`config.mk`:
```
export PLATFORM = sky130hd
export DESIGN_NAME = edgewd_top
export DESIGN_NICKNAME = d
export VERILOG_FILES = /design/src/rtl/edgewd_pkg.sv /design/src/rtl/edgewd_datapath.sv /design/src/rtl/edgewd_control.sv /design/src/rtl/edgewd_top.sv
export SDC_FILE = /design/constraint.sdc
export NUM_CORES = 1
export LEC_CHECK = 0
export BUFFER_PORTS_ARGS = -buffer_cell sky130_fd_sc_hd__buf_2
export CELL_PAD_IN_SITES_DETAIL_PLACEMENT = 0
export CELL_PAD_IN_SITES_GLOBAL_PLACEMENT = 1
export CORE_ASPECT_RATIO = 1.75
export CORE_MARGIN = 1.5
export CORE_UTILIZATION = 44
export CTS_CLUSTER_SIZE = 12
export DETAILED_ROUTE_END_ITERATION = 10
export PLACE_DENSITY_LB_ADDON = 0.08
export SYNTH_ARGS = -nofsm -noshare
export SYNTH_HDL_FRONTEND = slang
export SYNTH_SLANG_ARGS = --single-unit
```
`constraint.sdc`:
```
create_clock -name clk -period 3.1 [get_ports clk]
set_clock_uncertainty 0.2 [all_clocks]
set_input_delay 0.62 -clock clk [delete_from_list [all_inputs] [get_ports clk]]
set_output_delay 0.62 -clock clk [all_outputs]
set_load 0.01 [all_outputs]
```
`src/rtl/edgewd_pkg.sv`:
```
package edgewd_pkg;

  // Strobes from control to datapath.
  typedef struct packed {
    logic clr;   // force the counter to zero
    logic inc;   // advance the counter by one
  } wdStrobe_t;

  // Status from datapath to control.
  typedef struct packed {
    logic svcEdge;   // synchronised service line changed level
    logic selfDue;   // floating line: self-service point reached
    logic limitHit;  // count has met the selected period
  } wdStatus_t;

  typedef enum logic {
    ST_WATCH = 1'b0,   // counting, edges honoured
    ST_FIRED = 1'b1    // request issued, waiting for system reset
  } wdState_e;

  localparam int NUM_PERIODS = 4;

  function automatic longint unsigned pickPeriod(
    input int idx,
    input longint unsigned p0, input longint unsigned p1,
    input longint unsigned p2, input longint unsigned p3);
    case (idx)
      0:       return p0;
      1:       return p1;
      2:       return p2;
      default: return p3;
    endcase
  endfunction

  function automatic longint unsigned maxPeriod(
    input longint unsigned p0, input longint unsigned p1,
    input longint unsigned p2, input longint unsigned p3);
    longint unsigned m;
    m = p0;
    if (p1 > m) m = p1;
    if (p2 > m) m = p2;
    if (p3 > m) m = p3;
    return m;
  endfunction

endpackage

```
`src/rtl/edgewd_datapath.sv`:
```
module edgewd_datapath
  import edgewd_pkg::*;
#(
  parameter int              SYNC_STAGES = 2,
  parameter longint unsigned PERIOD0     = 64'd787500,
  parameter longint unsigned PERIOD1     = 64'd12750000,
  parameter longint unsigned PERIOD2     = 64'd200000000,
  parameter longint unsigned PERIOD3     = 64'd3200000000,
  parameter int              CNT_W       = 32
) (
  input  logic             clk,
  input  logic             rst,
  input  logic             svcIn,
  input  logic             svcFloat,
  input  logic [1:0]       periodSel,
  input  wdStrobe_t        strobe,
  output wdStatus_t        status,
  output logic [CNT_W-1:0] cntVal
);

  localparam int LAST = SYNC_STAGES - 1;

  // Per-selection compare points: terminal count and self-service point.
  logic [CNT_W-1:0] limTbl  [NUM_PERIODS];
  logic [CNT_W-1:0] selfTbl [NUM_PERIODS];

  for (genvar i = 0; i < NUM_PERIODS; i++) begin : g_tbl
    localparam longint unsigned PER = pickPeriod(i, PERIOD0, PERIOD1, PERIOD2, PERIOD3);
    assign limTbl[i]  = CNT_W'(PER - 1);
    assign selfTbl[i] = CNT_W'((PER * 7) / 8 - 1);
  end

  // Synchronisers for the two asynchronous inputs.
  logic [LAST:0] svcSync;
  logic [LAST:0] fltSync;
  logic          svcPrev;

  always_ff @(posedge clk) begin
    if (rst) begin
      svcSync <= '0;
      fltSync <= '0;
      svcPrev <= 1'b0;
    end else begin
      svcSync <= {svcSync[LAST-1:0], svcIn};
      fltSync <= {fltSync[LAST-1:0], svcFloat};
      svcPrev <= svcSync[LAST];
    end
  end

  // Watchdog counter.
  logic [CNT_W-1:0] cntQ;

  always_ff @(posedge clk) begin
    if (rst)             cntQ <= '0;
    else if (strobe.clr) cntQ <= '0;
    else if (strobe.inc) cntQ <= cntQ + CNT_W'(1);
  end

  logic [CNT_W-1:0] limNow;
  logic [CNT_W-1:0] selfNow;

  always_comb begin
    limNow          = limTbl[periodSel];
    selfNow         = selfTbl[periodSel];
    status.svcEdge  = svcSync[LAST] ^ svcPrev;
    status.selfDue  = fltSync[LAST] && (cntQ >= selfNow);
    status.limitHit = (cntQ >= limNow);
  end

  assign cntVal = cntQ;

endmodule

```
`src/rtl/edgewd_control.sv`:
```
module edgewd_control
  import edgewd_pkg::*;
(
  input  logic      clk,
  input  logic      rst,
  input  logic      sysRstActive,
  input  wdStatus_t status,
  output wdStrobe_t strobe,
  output logic      timeoutPulse
);

  wdState_e stateQ;
  logic     fireNow;
  logic     watching;

  always_comb begin
    watching   = (stateQ == ST_WATCH);
    // System reset always clears. Edges and self-service only while watching.
    strobe.clr = sysRstActive || (watching && (status.svcEdge || status.selfDue));
    strobe.inc = watching;
    fireNow    = watching && !strobe.clr && status.limitHit;
  end

  always_ff @(posedge clk) begin
    if (rst) begin
      stateQ       <= ST_WATCH;
      timeoutPulse <= 1'b0;
    end else begin
      timeoutPulse <= fireNow;
      if (fireNow)           stateQ <= ST_FIRED;
      else if (sysRstActive) stateQ <= ST_WATCH;
    end
  end

endmodule

```
`src/rtl/edgewd_top.sv`:
```
module edgewd_top
  import edgewd_pkg::*;
#(
  parameter int              SYNC_STAGES = 2,
  parameter longint unsigned PERIOD0     = 64'd787500,
  parameter longint unsigned PERIOD1     = 64'd12750000,
  parameter longint unsigned PERIOD2     = 64'd200000000,
  parameter longint unsigned PERIOD3     = 64'd3200000000
) (
  input  logic       clk,
  input  logic       rst,
  input  logic       svcIn,
  input  logic       svcFloat,
  input  logic [1:0] periodSel,
  input  logic       sysRstActive,
  output logic       timeoutPulse
);

  localparam int CNT_W = $clog2(maxPeriod(PERIOD0, PERIOD1, PERIOD2, PERIOD3) + 1);

  wdStrobe_t        ctrlStrobe;
  wdStatus_t        dpStatus;
  logic [CNT_W-1:0] cntVal;

  edgewd_datapath #(
    .SYNC_STAGES(SYNC_STAGES),
    .PERIOD0(PERIOD0), .PERIOD1(PERIOD1),
    .PERIOD2(PERIOD2), .PERIOD3(PERIOD3),
    .CNT_W(CNT_W)
  ) dp_i (
    .clk(clk), .rst(rst), .svcIn(svcIn), .svcFloat(svcFloat),
    .periodSel(periodSel), .strobe(ctrlStrobe), .status(dpStatus),
    .cntVal(cntVal)
  );

  edgewd_control ctl_i (
    .clk(clk), .rst(rst), .sysRstActive(sysRstActive),
    .status(dpStatus), .strobe(ctrlStrobe), .timeoutPulse(timeoutPulse)
  );

endmodule

```
==> key figures, run 1 <==
Logic synthesis
  • Post-synth cell types: 55
  • Post-synth top flop: dfxtp_1
  • Area leader, netlist: dfxtp_1
  • Asr flop ratio synth: 0%
  • Top cell type's share of synthesized area: 25.3%
  • Mapped Cells: 339
  • Synthesized flop and latch total: 39
  • Post-synth net total: 388
  • Sequential fraction of the synthesis area: 25.3%
  • Top cells by area, synth: dfxtp_1 25%, ha_1 17%, nor3_2 10%
  • Synth warn: 0
  • Number of synthesized flops with an enable pin: 0
  • Post-Syn Area: 0.00309 mm²
  • Mean Syn Cell Area: 9.11 µm²

Clocking
  • Deepest clock path buffer count: 2
  • # hold bufs at CTS: 0
  • Reg clk slew, reported paths: 60 ps
  • Clock buffer count from CTS: 5
  • Worst-Skew Late Latency: 290 ps
  • Root buf cell: clkbuf_16
  • CTS tree: done
  • Clock sink count: 39
  • Htree depth: 2

Critical path
  • CP Capture Type: register
  • Crit Path Max Fanout: 6
  • Worst endpoint data arrival time: 2920 ps
  • Setup Crit Path Kind: in -> reg
  • Reg2reg path depth: 7
  • Reg2reg setup slack: 530 ps
  • Crit path launch type: primary input
  • Critical Path RT: 3070 ps
  • R2r endpoint: dp_i.cntVal[29]
  • Critical Path Source: periodSel[0]
  • RR Startpoint: dp_i.cntVal[2]

Route
  • Met2 WL: 4.45 mm
  • DR top layer: met4
  • WL final: 7.67 mm
  • DRC: 0
  • Post-DR wirelength/cell: 16.9 µm
  • Met3 WL: 102 µm
  • Post-DRT Antenna Nets: 0
  • TritonRoute pass-1 iters: 4
  • Total number of vias: 2517
  • Via/cell ratio: 5.54
  • Met1 WL: 3.03 mm
  • DR iter-0 viols: 91

Status
  • Run status: finished clean

Pwr
  • Max VDD drop: 0.371 mV
  • Power per standard cell area: 338 mW/mm²
  • P_leak: 1.47 nW

Placed design
  • Routability cong.: 0.843
  • Dpl cells: 446
  • Port Buf Inserts: 7
  • Detail Placement HPWL: 6.01 mm

Global routing
  • First-pass GRT wire length: 12.6 mm
  • Pin count of the biggest net entering global routing: 39
  • All-Layer GR Usage: 22.4%
  • Initial antenna violation count: 0
  • Vias in the first global route: 2527
  • Gr ovfl total: 0

Cells and area
  • Share of layout cells above drive strength 1: 23.5%
  • Diode count: 0
  • Final cell count without fillers: 454
  • Nets: 418
  • Filler cell count in the final layout: 691
  • Synth-to-Final Area Change: 14.3%

Min path
  • Hold Crit Depth: 1
  • Min-Delay Startpoint: dp_i.fltSync[0]
  • WHS Endpoint: dp_i.fltSync[1]
  • Hold/Removal Path Class: reg -> reg

Floorplan
  • Die height: 114 µm
  • Die width: 66.3 µm
  • Core Region: 0.00681 mm²
  • Die area: 0.00755 mm²
  • Io pins: 8
  • FP Rows: 40
  • Initial core utilization: 45.4%

Timing
  • Setup TNS Final: 0 ps
  • Max-slew headroom: 61.1%
  • Final setup violation count: 0
  • Fin crit period: 2950 ps
  • Slew @ Worst Pin: 584 ps
  • Max Freq: 0.339 GHz
  • RSZ-0062 raised after global routing: false
  • Final hold violations: 0
  • Period utilization: 95.2%
  • Fin. max-slew vios: 0

Run
  • Maxcap violations: 0
stage by stage:
step | total power, mW | hold slack [ps] | setup WS [ps] | cell area [µm²] | utilization (%)
2_1_floorplan | 0.622 | 214 | 11.8 | 3090 | -
3_3_place_gp | 0.683 | 217 | -178 | 3380 | 49.7
3_5_place_dp | 0.685 | 223 | -195 | 3380 | 49.7
4_1_cts | 1.21 | 239 | 107 | 3530 | 51.8
6_report | 1.19 | 237 | 148 | 3530 | 51.9
5_1_grt | 1.25 | 264 | 22.2 | 3530 | 51.9
layout make-up:
cell class                      count  area [µm²]  area share [%]
Clock buffer                        5         125            3.54
Clock inverter                      3        23.8           0.673
Timing Repair Buffer               39         288            8.15
Inverter                            8        30.0           0.850
Sequential cell                    39         781            22.1
Multi-Input combinational cell    276        2180            61.7
Tap cell                           84         105            2.98
worst max path at each step:
stage | end | cells past startpoint
floorplan | dp_i.cntVal[0] | 12
global placement | ctl_i.stateQ | 11
detailed placement | ctl_i.stateQ | 10
CTS | ctl_i.stateQ | 10
global route | ctl_i.stateQ | 11
finish | ctl_i.stateQ | 10
routing by layer:
metal	vias up	global-route usage (%)
li1	1289	-
met1	1204	23.4
met2	18	43.9
met3	6	3.35
met4	0	6.39
met5	-	0
worst max-delay path: stages:
cell	delay, ps
buf_2	120
inv_1	210
ha_1	270
inv_1	150
ha_1	320
a21o_1	170
a21o_1	220
o311ai_4	350
nand2_1	110
o32ai_1	370
what timing repair did:
action	CTS	global route
endpoints found under the setup margin	0	20
setup buffers	0	0
resized for setup	0	1
state kept, by name, indices dropped and copies added, names as in the netlist:
register,flops
ctl_i.timeoutPulse,1
dp_i.svcPrev,1
dp_i.fltSync,2
ctl_i.stateQ,1
dp_i.svcSync,2
dp_i.cntVal,32
cell families (layout without fill, tap and decap cells):
family | after synthesis | in the layout | synth area share [%]
compound gates | 57 | 57 | 13.7
buf+inv | 24 | 55 | 4.29
xor+xnor | 38 | 38 | 10.8
flops | 39 | 39 | 25.3
simple gates | 138 | 138 | 28.6
fa+ha+maj | 42 | 42 | 17.0
mux | 1 | 1 | 0.324
report_power, final:
group	internal, mW	switching, mW	total (mW)
combinational	0.0663	0.0964	0.163
clock	0.301	0.221	0.521
sequential	0.506	0.00389	0.510
total	0.873	0.321	1.19
Yosys cell counts, types with 6 or more instances:
cell type,n
xor2_1,23
o21ai_0,8
ha_1,42
inv_1,8
and3_1,7
nand4_1,9
nand3_1,13
nor2b_1,8
clkbuf_1,6
nand2_1,26
xnor2_1,15
a21oi_1,16
nor3_2,32
dfxtp_1,39
nor2_1,19
placed cells by master, fill, tap and decap left out, types with 3 or more instances in the layout:
cell type / instances
nor2b_1: 8
xnor2_1: 15
clkbuf_16: 5
buf_2: 7
a21oi_1: 16
nor2_1: 19
nand3_1: 13
inv_1: 8
a21o_1: 5
xor2_1: 23
o22ai_1: 3
nand2b_1: 5
a31oi_1: 3
o21ai_0: 8
nand4_1: 9
nor3_1: 5
dfxtp_1: 39
buf_4: 31
nor3_2: 32
and3_1: 7
ha_1: 41
a211oi_1: 3
nand2_1: 26
Note: power is estimated with default switching activity, not from simulation.
==> inputs of run 2 (changes only) <==
CORE_UTILIZATION = 43   (was 44)
SYNTH_HIERARCHICAL = 1   (was default)
==> run 2 against run 1 <==
  * Utilization grew 5.6 points
  * Register-to-register slack worse by 40 ps
  * Synthesized cell count grew 1.2%
  * Critical endpoint is now ctl_i/timeoutPulse
  * Sequential power about the same
  * Synthesized area fell by 6.7%
  * Flip-flop and latch count did not move
  * Total power fell by 1.5%
  * Critical path type unchanged
  * Clock power down 3%
==> key figures, run 2 <==
Global routing
  • GRT met3 Usage: 4.06%
  • First-pass GRT wire length: 12.5 mm
  • GRT busiest layer: met2
  • Vias in the first global route: 2517
  • GR Util met1: 24.4%
  • All-Layer GR Usage: 22.9%
  • Pin count of the biggest net entering global routing: 27
  • Gr ovfl total: 0
  • Initial antenna violation count: 0
  • Met2 GRT Util: 43.7%

Cells and area
  • Area of the multi-input gates: 0.00215 mm²
  • Most common cell after layout, fill and taps aside: buf_4
  • Filler cell count in the final layout: 624
  • Synth-to-Final Area Change: 29.3%
  • Final cell count without fillers: 475
  • Share of layout cells above drive strength 1: 25.2%
  • Nets: 438
  • Diode count: 0
  • Max reg flops: 32
  • FF+latch area: 781 µm²
  • Fin util: 57.5%
  • Commonest cells after routing, fill and taps aside: 41 x buf_4, 39 x dfxtp_1, 31 x nor2_1, 31 x ha_1

Timing
  • Period utilization: 96.2%
  • Max-slew headroom: 67.8%
  • Worst hold margin: 250 ps
  • Final hold violations: 0
  • RSZ-0062 raised after global routing: true
  • Fin crit period: 2980 ps
  • Slew @ Worst Pin: 483 ps
  • Final setup violation count: 0
  • Fin. max-slew vios: 0
  • Setup WS post-layout: 119 ps
  • Max Freq: 0.335 GHz

Route
  • TritonRoute pass-1 iters: 4
  • WL final: 8.03 mm
  • DRC: 0
  • Post-DRT Antenna Nets: 0
  • Post-DR wirelength/cell: 16.9 µm
  • Total number of vias: 2622
  • Via/cell ratio: 5.52
  • DR iter-0 viols: 123

Floorplan
  • Die width: 64.9 µm
  • Core Region: 0.00649 mm²
  • Die height: 111 µm
  • Io pins: 8
  • Die area: 0.00722 mm²
  • FP Rows: 39
  • Initial core utilization: 44.4%

Pwr
  • Power per standard cell area: 315 mW/mm²
  • Max VDD drop: 0.349 mV
  • P_leak: 1.56 nW

Placed design
  • Detail Placement HPWL: 6.14 mm
  • Routability cong.: 0.821
  • Port Buf Inserts: 7
  • Pre-CTS WS: -307 ps
  • Dpl cells: 458

Critical path
  • Critical Path RT: 3080 ps
  • Crit-path slowest cell: a221oi_1
  • Setup Crit Path Kind: in -> reg
  • Crit Path Max Fanout: 4
  • CP Cell Sequence: buf_8, buf_6, clkinvlp_4, ha_4, buf_4, ha_1, a21o_1, a21oi_1, o21ai_0, a221oi_1, buf_4, o21ai_0, nor3b_2, and3_1
  • Peak per-stage delay on the critical path: 290 ps
  • Worst endpoint data arrival time: 2960 ps
  • Crit path launch type: primary input
  • CP Capture Type: register

Logic synthesis
  • Number of synthesized flops with an enable pin: 0
  • Top cell type's share of synthesized area: 27.1%
  • Synth warn: 6
  • Commonest cells post-synth: 39 x dfxtp_1, 39 x ha_1, 35 x nor2_1
  • Post-synth top flop: dfxtp_1
  • Sequential fraction of the synthesis area: 27.1%
  • Area leader, netlist: dfxtp_1
  • Mapped Cells: 343
  • Mean Syn Cell Area: 8.40 µm²
  • Top cells by area, synth: dfxtp_1 27%, ha_1 17%, xor2_1 7.9%
  • Post-synth net total: 389
  • Asr flop ratio synth: 0%
  • Synthesized flop and latch total: 39
  • Post-synth cell types: 53
  • Post-Syn Area: 0.00288 mm²

Clocking
  • Clock buffer count from CTS: 5
  • Deepest clock path buffer count: 2
  • Clock sink count: 39
  • Worst-Skew Late Latency: 290 ps
  • Htree depth: 2
  • Root buf cell: clkbuf_16
  • Reg clk slew, reported paths: 60 ps
  • CTS tree: done

Run
  • Maxcap violations: 0

Min path
  • Hold/Removal Path Class: reg -> reg

Status
  • Run status: finished clean
## run 2: changes by cell type after synthesis, sizes merged, moves of 4 or more
cell,before,now
inv,8,12
or3,0,5
xnor2,15,9
a21oi,17,21
nor3,37,6
nand4,9,14
nor2,20,35
o21ai,8,15
## run 2: per-layer routing
metal | vias to the layer above | wire length, µm
met2 | 36 | 4580
li1 | 1313 | -
met4 | 0 | 148
met3 | 11 | 189
met1 | 1262 | 3110
met5 | - | 0
## run 2: what timing repair did
action | in CTS | in global routing
gates resized for setup | 1 | 30
hold buffers | 0 | 0
cloned | 0 | 2
pin swaps | 0 | 11
setup buffers | 0 | 7
endpoints found under the setup margin | 11 | 34
## run 2: layout make-up
type / instances / area share, %
flip-flops and latches: 39 / 20.9
inverters: 12 / 1.48
well taps: 82 / 2.75
multi-input cells: 277 / 57.8
clock buffers: 6 / 3.46
clock inverters: 2 / 0.336
repair buffers: 57 / 13.3
## run 2: final timing paths
| check | start | to | slack [ps] | cells after the start |
|---|---|---|---|---|
| worst max-delay path | periodSel[0] | ctl_i/timeoutPulse | 120 | 14 |
| worst min-delay path | dp_i/svcSync[0] | dp_i/svcSync[1] | 250 | 1 |
| worst max register to register | dp_i/cntVal[19] | dp_i/cntVal[15] | 490 | 12 |
| worst min register to register | dp_i/svcSync[0] | dp_i/svcSync[1] | 250 | 1 |
## run 2: power breakdown
part           total [mW]  internal [mW]  switching (mW)
Clock               0.504          0.297           0.207
Sequential          0.508          0.505         0.00279
Combinational       0.164         0.0848          0.0797
## run 2: kinds of logic (layout without fill, tap and decap cells)
| logic type | Yosys count | count (layout) | synth area share (%) |
|---|---|---|---|
| AO/OA/AOI/OAI | 67 | 67 | 14.5 |
| XOR/XNOR | 35 | 35 | 10.6 |
| adder cells (fa/ha/maj) | 41 | 41 | 17.6 |
| buffers and inverters | 27 | 77 | 3.95 |
| flip-flops | 39 | 39 | 27.1 |
| multiplexers | 2 | 2 | 0.738 |
| AND/OR/NAND/NOR | 132 | 132 | 25.5 |
## run 2: critical path, delay by kind of cell
family | cells | cell delay (ps)
AO/OA/AOI/OAI | 5 | 810
buffers and inverters | 5 | 660
adder cells (fa/ha/maj) | 2 | 510
AND/OR/NAND/NOR | 2 | 360
## run 2: through the flow
stage               setup TNS (ps)  cell area, µm²  total power, mW
global placement             -9340            3370            0.656
detailed placement           -9760            3370            0.657
finish                           0            3730             1.18
global route                  -192            3730             1.23
CTS                              0            3510             1.16
floorplan                        0            3000            0.597
==> inputs of run 3 (changes only) <==
BUFFER_PORTS_ARGS = default   (was -buffer_cell sky130_fd_sc_hd__buf_2)
CORE_MARGIN = default   (was 1.5)
CORE_UTILIZATION = 44   (was 43)
DONT_BUFFER_PORTS = 1   (was default)
==> run 3 against run 2 <==
  * Utilization is 4.1 points lower
  * Final cell count down 6.7%
  * Largest power group is now the clock network
  * Setup slack better by 88 ps
  * Largest cell class unchanged
  * Wire length shrank 12%
  * Critical endpoint is now dp_i/cntVal[11]
  * Clock-buffer cell count decreased by 1
  * Critical path depth up 1
  * Combinational power is 28% lower
  * Total power decreased by 3.2%
==> key figures, run 3 (synthesized netlist as in run 2, its figures left out) <==
Status
  • Run status: finished clean

Floorplan
  • Core Region: 0.00628 mm²
  • Io pins: 8
  • Die area: 0.00689 mm²
  • FP Rows: 38
  • Die height: 109 µm
  • Initial core utilization: 45.9%
  • Die width: 63.2 µm

Global routing
  • Initial antenna violation count: 0
  • Pin count of the biggest net entering global routing: 20
  • Gr ovfl total: 0
  • All-Layer GR Usage: 22.4%
  • Vias in the first global route: 2453
  • First-pass GRT wire length: 11.9 mm

Cells and area
  • Share of layout cells above drive strength 1: 15.2%
  • Diode count: 0
  • Synth-to-Final Area Change: 16.2%
  • Fin area: 0.00335 mm²
  • Commonest cells after routing, fill and taps aside: 39 x dfxtp_1, 35 x nor2_1, 33 x ha_1
  • Max reg flops: 32
  • Most common cell after layout, fill and taps aside: dfxtp_1
  • Nets: 408

Timing
  • Max-slew headroom: 68.8%
  • Final setup violation count: 0
  • Fin crit period: 2890 ps
  • RSZ-0062 raised after global routing: false
  • Fin. max-slew vios: 0
  • Slew @ Worst Pin: 466 ps
  • Max Freq: 0.346 GHz
  • Period utilization: 93.3%
  • Final hold violations: 0

Clocking
  • Htree depth: 2
  • Worst-Skew Late Latency: 300 ps
  • Deepest clock path buffer count: 2
  • CTS tree: done
  • Clock buffer count from CTS: 5
  • Root buf cell: clkbuf_8
  • Reg clk slew, reported paths: 80 ps
  • Postcts setup bufs: 0
  • # hold bufs at CTS: 0
  • Clock sink count: 39

Critical path
  • Reg2reg setup slack: 320 ps
  • Critical Path RT: 3130 ps
  • Family with the most delay on the worst path: compound AO/OA/AOI/OAI gates
  • Crit path launch type: primary input
  • WP buf/inv: 3
  • Critical path depth in cells: 15
  • Worst endpoint data arrival time: 2930 ps
  • CP Capture Type: register
  • Reg2reg path depth: 11
  • CP Cell Sequence: clkinvlp_4, buf_4, ha_4, ha_2, mux2_4, a21oi_2, a2bb2oi_1, o21ai_1, a21oi_1, o21ai_1, nor2_1, o21bai_1, or2_4, buf_12, a21oi_1
  • Peak per-stage delay on the critical path: 280 ps
  • Setup Crit Path Kind: in -> reg
  • Crit Path Max Fanout: 19
  • Crit-path slowest cell: or2_4

Min path
  • Hold Crit Depth: 1
  • Hold/Removal Path Class: in -> reg

Route
  • Post-DRT Antenna Nets: 0
  • Total number of vias: 2446
  • Via/cell ratio: 5.52
  • WL final: 7.04 mm
  • Post-DR wirelength/cell: 15.9 µm
  • DRC: 0
  • DR iter-0 viols: 145
  • TritonRoute pass-1 iters: 4

Placed design
  • Detail Placement HPWL: 5.54 mm
  • Routability cong.: 0.827
  • Port Buf Inserts: 0
  • Instance area after placement: 0.00321 mm²

Pwr
  • P_leak: 1.39 nW
  • Max VDD drop: 0.285 mV
  • Power consumption: 1.14 mW
  • Power per standard cell area: 340 mW/mm²

Run
  • Maxcap violations: 0
==> run 3: worst paths after layout <==
path / startpoint / endpoint
setup reg to reg: dp_i/cntVal[19] / dp_i/cntVal[11]
hold / removal: rst / dp_i/svcPrev
setup / recovery: periodSel[1] / dp_i/cntVal[11]
hold reg to reg: dp_i/fltSync[0] / dp_i/fltSync[1]
==> run 3: timing repair <==
action | 4_1_cts | 5_1_grt
endpoints found under the setup margin | 0 | 29
hold endpoints to repair | 0 | 0
gates resized for setup | 0 | 2
==> run 3: metal layers <==
metal	vias to the layer above	part of all wire, %	track usage (%)
li1	1256	-	-
met3	11	1.6	3.66
met2	19	53	42.9
met5	-	0	0
met1	1160	43	24.6
met4	0	2.1	6.82
==> run 3: report_power, final <==
group / total (mW) / switching [mW] / leakage, nW / internal (mW)
registers: 0.507 / 0.00281 / 0.315 / 0.504
logic: 0.118 / 0.0615 / 1.01 / 0.0567
clock network: 0.513 / 0.192 / 0.0644 / 0.321
total: 1.14 / 0.256 / 1.39 / 0.882
==> run 3: cell type report <==
type,count,area [µm²]
clock buffer,5,68.8
multi-input combinational,277,2050
inverter,12,52.6
sequential,39,781
timing repair buffer,27,228
tap,80,100
clock inverter,3,67.6
fill,634,2930
==> run 3: per-stage QoR <==
step / setup slack (ps) / utilization (%) / hold WS (ps) / TNS [ps] / cells
after detailed placement: -189 / 51.2 / 228 / -5180 / 435
after floorplan: 8.11 / - / 214 / 0 / 343
after global placement: -139 / 51.2 / 217 / -3920 / 435
after CTS: 111 / 53.4 / 160 / 0 / 443
final: 207 / 53.4 / 176 / 0 / 443
after global routing: 34.6 / 53.4 / 155 / 0 / 443
